<file path="config.mk">
export PLATFORM = sky130hd
export DESIGN_NAME = hdlc_rx_collector
export DESIGN_NICKNAME = d
export VERILOG_FILES = /design/src/rtl/hdlc_rx_collector.sv
export SDC_FILE = /design/constraint.sdc
export NUM_CORES = 1
export LEC_CHECK = 0
export ABC_AREA = 0
export BUFFER_PORTS_ARGS = -buffer_cell sky130_fd_sc_hd__clkbuf_2
export CORE_MARGIN = 8
export CORE_UTILIZATION = 30
export CTS_CLUSTER_SIZE = 28
export DETAILED_ROUTE_END_ITERATION = 10
export PLACE_DENSITY_LB_ADDON = 0.2
export SYNTH_ARGS = -nofsm -noshare
export SYNTH_HDL_FRONTEND = slang
export SYNTH_SLANG_ARGS = --single-unit
</file>
<file path="constraint.sdc">
create_clock -name clk -period 3.15 [get_ports clk]
set_input_delay 0.63 -clock clk [delete_from_list [all_inputs] [get_ports clk]]
set_output_delay 0.63 -clock clk [all_outputs]
set_load 0.005 [all_outputs]
</file>
<file path="src/rtl/hdlc_rx_collector.sv">
`timescale 1ns/1ps
module hdlc_rx_collector #(
  parameter int MAX_LEN    = 300,
  parameter int FIFO_DEPTH = 32,
  localparam int AW    = $clog2(FIFO_DEPTH),
  localparam int CNT_W = $clog2(FIFO_DEPTH + 1),
  localparam int IDX_W = $clog2(MAX_LEN + 1)
) (
  input  logic             clk,
  input  logic             rst_n,
  input  logic             ext_mode,
  input  logic             pool_full,
  input  logic             msg_end,
  input  logic [3:0]       rx_flags,
  input  logic [AW-1:0]    rx_count,
  output logic [AW-1:0]    fifo_addr,
  output logic             fifo_rd,
  input  logic [7:0]       fifo_data,
  output logic             buf_we,
  output logic [IDX_W-1:0] buf_addr,
  output logic [7:0]       buf_data,
  output logic             frame_valid,
  output logic [IDX_W-1:0] frame_len,
  output logic             release_cmd,
  output logic             busy
);

  logic [IDX_W-1:0] idx;
  logic [CNT_W-1:0] k, n;
  logic             end_r, ext_r;

  wire              flags_ok = ext_mode ? (rx_flags == 4'b1010) : (rx_flags[2:0] == 3'b010);
  wire [CNT_W-1:0]  resid    = (rx_count == '0) ? CNT_W'(FIFO_DEPTH) : CNT_W'(rx_count);
  wire [CNT_W-1:0]  want     = msg_end ? resid : CNT_W'(FIFO_DEPTH);
  wire [IDX_W:0]    reach    = {1'b0, idx} + (IDX_W+1)'(want);
  wire              over     = reach >= (IDX_W+1)'(MAX_LEN);
  wire              start    = !busy && (pool_full || msg_end);
  wire              drop     = (msg_end && !flags_ok) || over;

  wire              last     = (k == n - CNT_W'(1));
  wire [IDX_W-1:0]  total    = idx + IDX_W'(n);
  wire [IDX_W-1:0]  len      = ext_r ? total - IDX_W'(1) : total;
  wire              len_ok   = !ext_r || (total > IDX_W'(1));

  assign fifo_rd   = busy;
  assign fifo_addr = k[AW-1:0];
  assign buf_we    = busy;
  assign buf_addr  = idx + IDX_W'(k);
  assign buf_data  = fifo_data;

  always_ff @(posedge clk) begin
    if (!rst_n) begin
      busy        <= 1'b0;
      idx         <= '0;
      k           <= '0;
      n           <= '0;
      end_r       <= 1'b0;
      ext_r       <= 1'b0;
      release_cmd <= 1'b0;
      frame_valid <= 1'b0;
      frame_len   <= '0;
    end else begin
      release_cmd <= 1'b0;
      frame_valid <= 1'b0;
      if (start) begin
        if (drop) begin
          release_cmd <= 1'b1;
          idx         <= '0;
        end else begin
          busy  <= 1'b1;
          k     <= '0;
          n     <= want;
          end_r <= msg_end;
          ext_r <= ext_mode;
        end
      end else if (busy) begin
        k <= k + CNT_W'(1);
        if (last) begin
          busy        <= 1'b0;
          release_cmd <= 1'b1;
          if (end_r) begin
            idx         <= '0;
            frame_valid <= len_ok;
            frame_len   <= len;
          end else begin
            idx <= total;
          end
        end
      end
    end
  end

endmodule


</file>
==> qor.log, run 1 <==
INFO  floorplanning  boundaryPins=58
INFO  logic_synthesis yosys.area.top_type_share=0.229
INFO  timing         rsz0062_at_grt=true
INFO  min_path       holdCritPathClass=reg -> reg
INFO  run_status     status=finished, final reports clean
INFO  pwr            p_per_area=266nW/um^2
INFO  timing         max_clock_freq=0.330GHz
INFO  clock_tree     post-cts-setup-buffer-count=0
INFO  floorplanning  floorplan.rows=37
INFO  worst_setup_path critical-path-max-stage-delay=530ps
INFO  logic_synthesis synth.ff_latch_count=35
INFO  worst_setup_path worstSetupEndpointType=flip-flop
INFO  logic_synthesis yosysUniqueCellTypes=66
INFO  finish         fillCellCount=1114
INFO  global_routing grt_max_degree=16
INFO  timing         final_cycle_utilization_of_the_critical_path=0.962
INFO  pwr            clock_power_share=0.335
INFO  min_path       hold_start=frame_len[4]
INFO  logic_synthesis post_synth_design_cell_area=3060squm
INFO  pwr            power.share.switching=0.281
INFO  global_routing antenna_violations_before_repair=0
INFO  clock_tree     cts.root.buffer_cell=sky130_fd_sc_hd__clkbuf_8
INFO  timing         worst_tran_pin_value=780ps
INFO  logic_synthesis synth_top_flop_cell=sky130_fd_sc_hd__dfxtp_1
INFO  drt            router_iterations_before_antenna_repair=5
INFO  pwr            static-leakage-power=1.59nW
INFO  logic_synthesis avg_synthesized_cell_area=8.38squm
INFO  floorplanning  die_w=117um
INFO  worst_setup_path cell_with_the_biggest_individual_delay_on_the_critical_path=sky130_fd_sc_hd__or4_4
INFO  logic_synthesis netlist_instances=365
INFO  worst_setup_path crit_type=in -> reg
INFO  finish         final_design_area_no_fill=3720squm
INFO  logic_synthesis synth_top_area_cell=sky130_fd_sc_hd__dfxtp_1
INFO  drt            route.detailed.vias_per_inst=5.08
INFO  timing         relative_slew_slack=0.471
INFO  logic_synthesis yosysSeqAreaShare=0.229
INFO  finish         flow.area_growth_from_synthesis=21.6%
INFO  place          dp_hpwl=6.99mm
INFO  finish         layout.nets=467
INFO  floorplanning  die-height=117um
INFO  clock_tree     cts_inserted_buffers=5
INFO  place          gpl.final_weighted_congestion=0.821
INFO  timing         final-hold-violation-count=0
INFO  worst_setup_path crit-reg2reg-capture=frame_len[8]
INFO  logic_synthesis postSynthNetCount=412
INFO  timing         setup_viol=0
INFO  worst_setup_path worst-endpoint-arrival=3240ps
INFO  global_routing global_route_wire_length_before_repair=14.5mm
INFO  timing         timing.clock.skew=6.30ps
INFO  drt            route.detailed.wl_per_inst=15.8um
INFO  pwr            peak_ir_drop_on_the_vdd_network=0.187mV
INFO  drt            detailroute.via_count=2826
INFO  finish         n_antenna_cell=0
INFO  worst_setup_path critical_path_required=3360ps
INFO  pwr            p_total=990uW
INFO  min_path       timing.hold.worst_endpoint=frame_len[4]
INFO  logic_synthesis synth-edff-count=0
INFO  worst_setup_path worst_setup_path_start_kind=input pin
INFO  floorplanning  dieArea=13700squm
INFO  finish         drive_gt1_frac=0.288
INFO  global_routing grt.overflow.total=0
INFO  pwr            power.combinational.fraction=0.196
INFO  floorplanning  core_area=10100squm
INFO  place          numPortBuffers=41
INFO  clock_tree     clk_pin_slew=70ps
INFO  place          placedInstanceArea=3560squm
INFO  worst_setup_path worst_r2r_path_depth=9
INFO  timing         hold-worst-slack=458ps
INFO  timing         post_route_minimum_period=3030ps
INFO  worst_setup_path path_cells=clkbuf_2 > or4_4 > o21ai_4 > ha_4 > buf_6 > nor3b_1 > a221oi_1 > nand3_1 > o31ai_4 > buf_4 > nand4_1 > a21oi_1 > mux2i_1
INFO  timing         slew_viol_final=0
INFO  pwr            power.sequential.fraction=0.469
INFO  worst_setup_path crit_path_max_fanout=6
INFO  worst_setup_path rrSetupSlack=370ps
INFO  global_routing vias_in_the_first_global_route=2871
INFO  logic_synthesis synth.yosys.warnings=0
INFO  clock_tree     tritoncts=done
INFO  worst_setup_path crit-reg2reg-launch=idx[0]
INFO  drt            route.detailed.drc=0
INFO  global_routing grt_util_all_layers=0.134
INFO  clock_tree     clock-sinks=35
INFO  place          dp_worst_setup_slack=-305ps
INFO  logic_synthesis asyncSetResetFlopFracSynth=0
INFO  floorplanning  start_util=0.303
INFO  clock_tree     htree_num_levels=2
INFO  min_path       min_path_cells=2
INFO  drt            drtAntennaViolNets=0
INFO  drt            drt_first_iter_violations=110
INFO  flow_run       cap_violations=0
INFO  timing         timing.final.ws_setup=121ps
INFO  clock_tree     clockBufferDepth=2
INFO  clock_tree     worstSkewPairLatency=280ps
INFO  pwr            p_switching=278uW
INFO  drt            finalWirelength=8.76mm
INFO  pwr            cell_internal_pwr=712uW
INFO  logic_synthesis synth.top_cells.by_area=sky130_fd_sc_hd__dfxtp_1, sky130_fd_sc_hd__ha_1, sky130_fd_sc_hd__xnor2_1
[Yosys cell counts (8+ instances only)]
library cell,instances
sky130_fd_sc_hd__a211oi_1,11
sky130_fd_sc_hd__a21o_1,8
sky130_fd_sc_hd__a21oi_1,28
sky130_fd_sc_hd__a32o_1,9
sky130_fd_sc_hd__buf_2,8
sky130_fd_sc_hd__buf_4,17
sky130_fd_sc_hd__clkbuf_1,10
sky130_fd_sc_hd__dfxtp_1,35
sky130_fd_sc_hd__ha_1,22
sky130_fd_sc_hd__inv_1,19
sky130_fd_sc_hd__nand2_1,13
sky130_fd_sc_hd__nand3_1,16
sky130_fd_sc_hd__nor2_1,19
sky130_fd_sc_hd__nor3_1,9
sky130_fd_sc_hd__o21ai_0,12
sky130_fd_sc_hd__o21ai_1,8
sky130_fd_sc_hd__xnor2_1,19
[layout by cell type (no fill, tap or decap), types with 6 or more instances in the layout]
cell and instances:
sky130_fd_sc_hd__buf_4 42, sky130_fd_sc_hd__a211oi_1 10, sky130_fd_sc_hd__clkbuf_2 41, sky130_fd_sc_hd__a32o_1 9
sky130_fd_sc_hd__a21o_1 7, sky130_fd_sc_hd__nand2_1 13, sky130_fd_sc_hd__o21ai_1 9, sky130_fd_sc_hd__xnor2_1 19
sky130_fd_sc_hd__a211o_1 7, sky130_fd_sc_hd__a21oi_1 24, sky130_fd_sc_hd__ha_1 21, sky130_fd_sc_hd__nand3_1 16
sky130_fd_sc_hd__dfxtp_1 33, sky130_fd_sc_hd__inv_1 19, sky130_fd_sc_hd__xor2_1 7, sky130_fd_sc_hd__o21ai_0 10
sky130_fd_sc_hd__clkbuf_8 6, sky130_fd_sc_hd__nor2_1 19, sky130_fd_sc_hd__nor3_1 8
[critical path, delay by kind of cell]
kind | cells | cell delay (ps)
and+or+nand+nor | 4 | 1040
AOI/OAI and AO/OA | 4 | 750
buffers and inverters | 3 | 370
adders and majority gates | 1 | 240
muxes | 1 | 190
[how the worst max path moves through the flow]
stage	startpoint	slack, ps	cells past startpoint	endpoint
after global routing	rx_count[3]	-40	13	k[5]
final	rx_count[3]	120	13	k[3]
after detailed placement	rx_count[3]	-300	12	idx[3]
after floorplan	rx_count[3]	-30	11	idx[0]
after CTS	rx_count[3]	30	12	k[5]
after global placement	rx_count[3]	-260	13	k[2]
[state kept, by name (all words and copies together), names as in the netlist]
register	flops
frame_len	9
n	6
idx	9
k	6
end_r	1
buf_we	1
release_cmd	1
ext_r	1
frame_valid	1
[metrics by stage]
step	util	cells	TNS, ps
final	0.368	556	0
after detailed placement	0.353	549	-5980
after global placement	0.353	549	-4870
after CTS	0.362	556	0
after floorplan	-	365	-250
after global routing	0.368	556	-51.7
[per-layer routing]
layer / share of wire / up-vias / track usage
li1: - / 1443 / -
met4: 0.012 / 0 / 0.0358
met3: 0.024 / 10 / 0.0169
met5: 0 / - / 0
met2: 0.49 / 37 / 0.228
met1: 0.47 / 1336 / 0.175
[cell families after synthesis]
logic type,share of synthesized area
AND/OR/NAND/NOR,0.194
buffers and inverters,0.0953
flip-flops,0.229
multiplexers,0.0164
AO/OA/AOI/OAI,0.274
XOR/XNOR,0.0818
adder cells (fa/ha/maj),0.110
[timing repair]
| item | CTS | global route |
|---|---|---|
| gates cloned | 0 | 0 |
| hold buffers | 0 | 0 |
| pin swaps | 0 | 6 |
| gates resized for setup | 3 | 14 |
| setup endpoints to repair | 11 | 30 |
[power groups by stage]
| stage | clock, mW | sequential (mW) | combinational [mW] |
|---|---|---|---|
| after detailed placement | 0 | 0.475 | 0.188 |
| after global routing | 0.359 | 0.467 | 0.214 |
| after CTS | 0.343 | 0.465 | 0.190 |
| final | 0.332 | 0.465 | 0.194 |
| after global placement | 0 | 0.475 | 0.186 |
| after floorplan | 0 | 0.470 | 0.140 |
[area by class of cell]
cell class                      instances  area (sq um)  share of cell area
Multi-Input combinational cell        274          2150               0.578
Sequential cell                        35           703               0.189
Timing Repair Buffer                   84           532               0.143
Tap cell                              136           170              0.0458
Clock buffer                            6          82.6              0.0222
Inverter                               20          75.1              0.0202
Clock inverter                          1          5.00             0.00135
Note: power is estimated with default switching activity, not from simulation.
==> run 2, diff against run 1 <==
--- a/config.mk
+++ b/config.mk
@@ -7,7 +7,7 @@
 export LEC_CHECK = 0
 export ABC_AREA = 0
 export BUFFER_PORTS_ARGS = -buffer_cell sky130_fd_sc_hd__clkbuf_2
-export CORE_MARGIN = 8
+export CORE_MARGIN = 2
 export CORE_UTILIZATION = 30
 export CTS_CLUSTER_SIZE = 28
 export DETAILED_ROUTE_END_ITERATION = 10
==> run 2 against run 1 <==
Wire length is 3.8% lower; final area down 1.7%; die area shrank 19%.
==> qor.log, run 2 (synthesis results as in run 1) <==
INFO  timing         max_clock_freq=0.328GHz [-0.70%]
INFO  min_path       hold_start=frame_len[4]
INFO  drt            route.detailed.wl_per_inst=15.5um [-1.5%]
INFO  timing         post_route_minimum_period=3050ps [+21.3 ps]
INFO  worst_setup_path crit_path_max_fanout=10 [+4]
INFO  finish         drive_gt1_frac=0.259 [-0.0296]
INFO  global_routing grt_util_all_layers=0.154 [+0.0202]
INFO  timing         setup_viol=0 [unchanged]
INFO  timing         relative_slew_slack=0.200 [-0.272]
INFO  timing         timing.clock.skew=13.1ps [+6.77 ps]
INFO  finish         layout.nets=456 [-2.4%]
INFO  timing         final_cycle_utilization_of_the_critical_path=0.968 [+0.00677]
INFO  finish         top_library_cells_by_usage_in_the_layout_fill_and_taps_aside=sky130_fd_sc_hd__clkbuf_2, sky130_fd_sc_hd__dfxtp_1, sky130_fd_sc_hd__buf_4, sky130_fd_sc_hd__a21oi_1, sky130_fd_sc_hd__ha_1
INFO  drt            route.detailed.vias_per_inst=5.21 [+2.5%]
INFO  drt            router_iterations_before_antenna_repair=4 [-1]
INFO  min_path       holdCritPathClass=reg -> reg
INFO  drt            finalWirelength=8.42mm [-3.8%]
INFO  floorplanning  die_w=105um [-10%]
INFO  clock_tree     clockBufferDepth=2 [unchanged]
INFO  finish         reg.largest.list=frame_len x9, idx x9
INFO  clock_tree     clk_pin_slew=90ps [+20 ps]
INFO  finish         layout_commonest_cell=sky130_fd_sc_hd__clkbuf_2
INFO  drt            drt_first_iter_violations=130 [+18%]
INFO  place          placedInstanceArea=3470squm [-2.5%]
INFO  global_routing vias_in_the_first_global_route=2715 [-5.4%]
INFO  drt            detailroute.via_count=2830 [+0.14%]
INFO  finish         n_antenna_cell=0 [unchanged]
INFO  floorplanning  start_util=0.311 [+0.00842]
INFO  worst_setup_path critical_path_required=3330ps [-30 ps]
INFO  floorplanning  floorplan.rows=36 [-2.7%]
INFO  clock_tree     tritoncts=done
INFO  floorplanning  die-height=105um [-10%]
INFO  worst_setup_path worstSetupEndpointType=flip-flop
INFO  timing         timing.final.ws_setup=99.5ps [-21.3 ps]
INFO  finish         final_design_area_no_fill=3650squm [-1.7%]
INFO  drt            route.detailed.drc=0 [unchanged]
INFO  place          gpl.final_weighted_congestion=0.872 [+6.2%]
INFO  pwr            peak_ir_drop_on_the_vdd_network=0.161mV [-14%]
INFO  clock_tree     cts_inserted_buffers=5 [unchanged]
INFO  global_routing grt_max_degree=26 [+10]
INFO  clock_tree     worstSkewPairLatency=290ps [about the same]
INFO  floorplanning  dieArea=11000squm [-19%]
INFO  place          dp_hpwl=6.63mm [-5.1%]
INFO  pwr            static-leakage-power=1.54nW [-2.7%]
INFO  floorplanning  boundaryPins=58 [unchanged]
INFO  pwr            p_per_area=297nW/um^2 [+12%]
INFO  worst_setup_path crit_type=in -> reg
INFO  timing         worst_tran_pin_value=1190ps [+405 ps]
INFO  place          dp_worst_setup_slack=-335ps [-29.8 ps]
INFO  finish         sequential_cell_area=702squm [-0.18%]
INFO  flow_run       cap_violations=0 [unchanged]
INFO  worst_setup_path worst-endpoint-arrival=3230ps [about the same]
INFO  timing         slew_viol_final=0 [unchanged]
INFO  worst_setup_path worst_setup_path_start_kind=input pin
INFO  global_routing grt.overflow.total=0 [unchanged]
INFO  finish         multi_input_gate_area_in_the_final_layout=2130squm [-0.87%]
INFO  finish         fillCellCount=1071 [-3.9%]
INFO  clock_tree     cts.root.buffer_cell=sky130_fd_sc_hd__clkbuf_8
INFO  clock_tree     clock-sinks=35 [unchanged]
INFO  global_routing antenna_violations_before_repair=0 [unchanged]
INFO  global_routing global_route_wire_length_before_repair=13.9mm [-4.4%]
INFO  drt            drtAntennaViolNets=0 [unchanged]
INFO  finish         flow.area_growth_from_synthesis=19.5%
INFO  worst_setup_path crit_start=rx_count[3]
INFO  floorplanning  core_area=9820squm [-2.7%]
INFO  worst_setup_path crit-reg2reg-launch=idx[0]
INFO  run_status     status=finished, final reports clean
INFO  timing         final-hold-violation-count=0 [unchanged]
INFO  place          numPortBuffers=41 [unchanged]
INFO  clock_tree     htree_num_levels=2 [unchanged]
-- run 2: changes by cell type in the layout (fill, tap and decap cells not counted), sizes merged --
cell           before  now
buf                43   31
bufinv              0    1
clkdlybuf4s15       0    1
-- run 2: critical path, stage by stage --
cell and delay, ps:
sky130_fd_sc_hd__clkbuf_2 80, sky130_fd_sc_hd__or4_4 530, sky130_fd_sc_hd__o21ai_4 200, sky130_fd_sc_hd__ha_4 260, sky130_fd_sc_hd__or4_1 530, sky130_fd_sc_hd__nand3_1 100, sky130_fd_sc_hd__o31ai_2 110, sky130_fd_sc_hd__a21o_1 220
sky130_fd_sc_hd__a21o_1 190, sky130_fd_sc_hd__buf_12 150, sky130_fd_sc_hd__a32o_1 210
-- run 2: area by class of cell --
type | instances | share of cell area
clock buffers | 6 | 0.0226
clock inverters | 2 | 0.00959
inverters | 20 | 0.0205
multi-input cells | 274 | 0.583
flip-flops and latches | 35 | 0.192
well taps | 133 | 0.0455
repair buffers | 73 | 0.126
-- run 2: where the power goes --
part,switching (mW),internal (mW)
Clock,0.177,0.256
Sequential,0.0142,0.451
Combinational,0.102,0.0846
-- run 2: worst paths after layout --
check / endpoint / slack (ps) / depth (start not counted)
setup / recovery: idx[4] / 100 / 11
hold / removal: frame_len[4] / 460 / 2
setup reg to reg: frame_len[8] / 230 / 9
hold reg to reg: frame_len[4] / 460 / 2
-- run 2: metrics by stage --
step / util / std cells / total power [mW] / TNS, ps / hold WS (ps)
final: 0.372 / 543 / 1.09 / 0 / 462
after detailed placement: 0.354 / 533 / 0.659 / -5950 / 452
after CTS: 0.366 / 541 / 1.09 / 0 / 464
after global placement: 0.354 / 533 / 0.656 / -4740 / 444
after global routing: 0.372 / 543 / 1.14 / -10.2 / 496
after floorplan: - / 365 / 0.610 / -250 / 448
-- run 2: repair_timing --
action                                 4_1_cts  5_1_grt
endpoints found under the hold margin        0        0
cloned                                       0        1
pin swaps                                    0        5
setup buffers                                0        1
setup endpoints to repair                    2       27
resized for setup                            2        8
hold buffers                                 0        0
-- run 2: layer usage --
layer	up-vias	wire length (um)	global-route usage
met1	1357	4100	0.207
li1	1420	-	-
met4	0	34	0.0238
met5	-	0	0
met3	5	252	0.0250
met2	48	4040	0.265
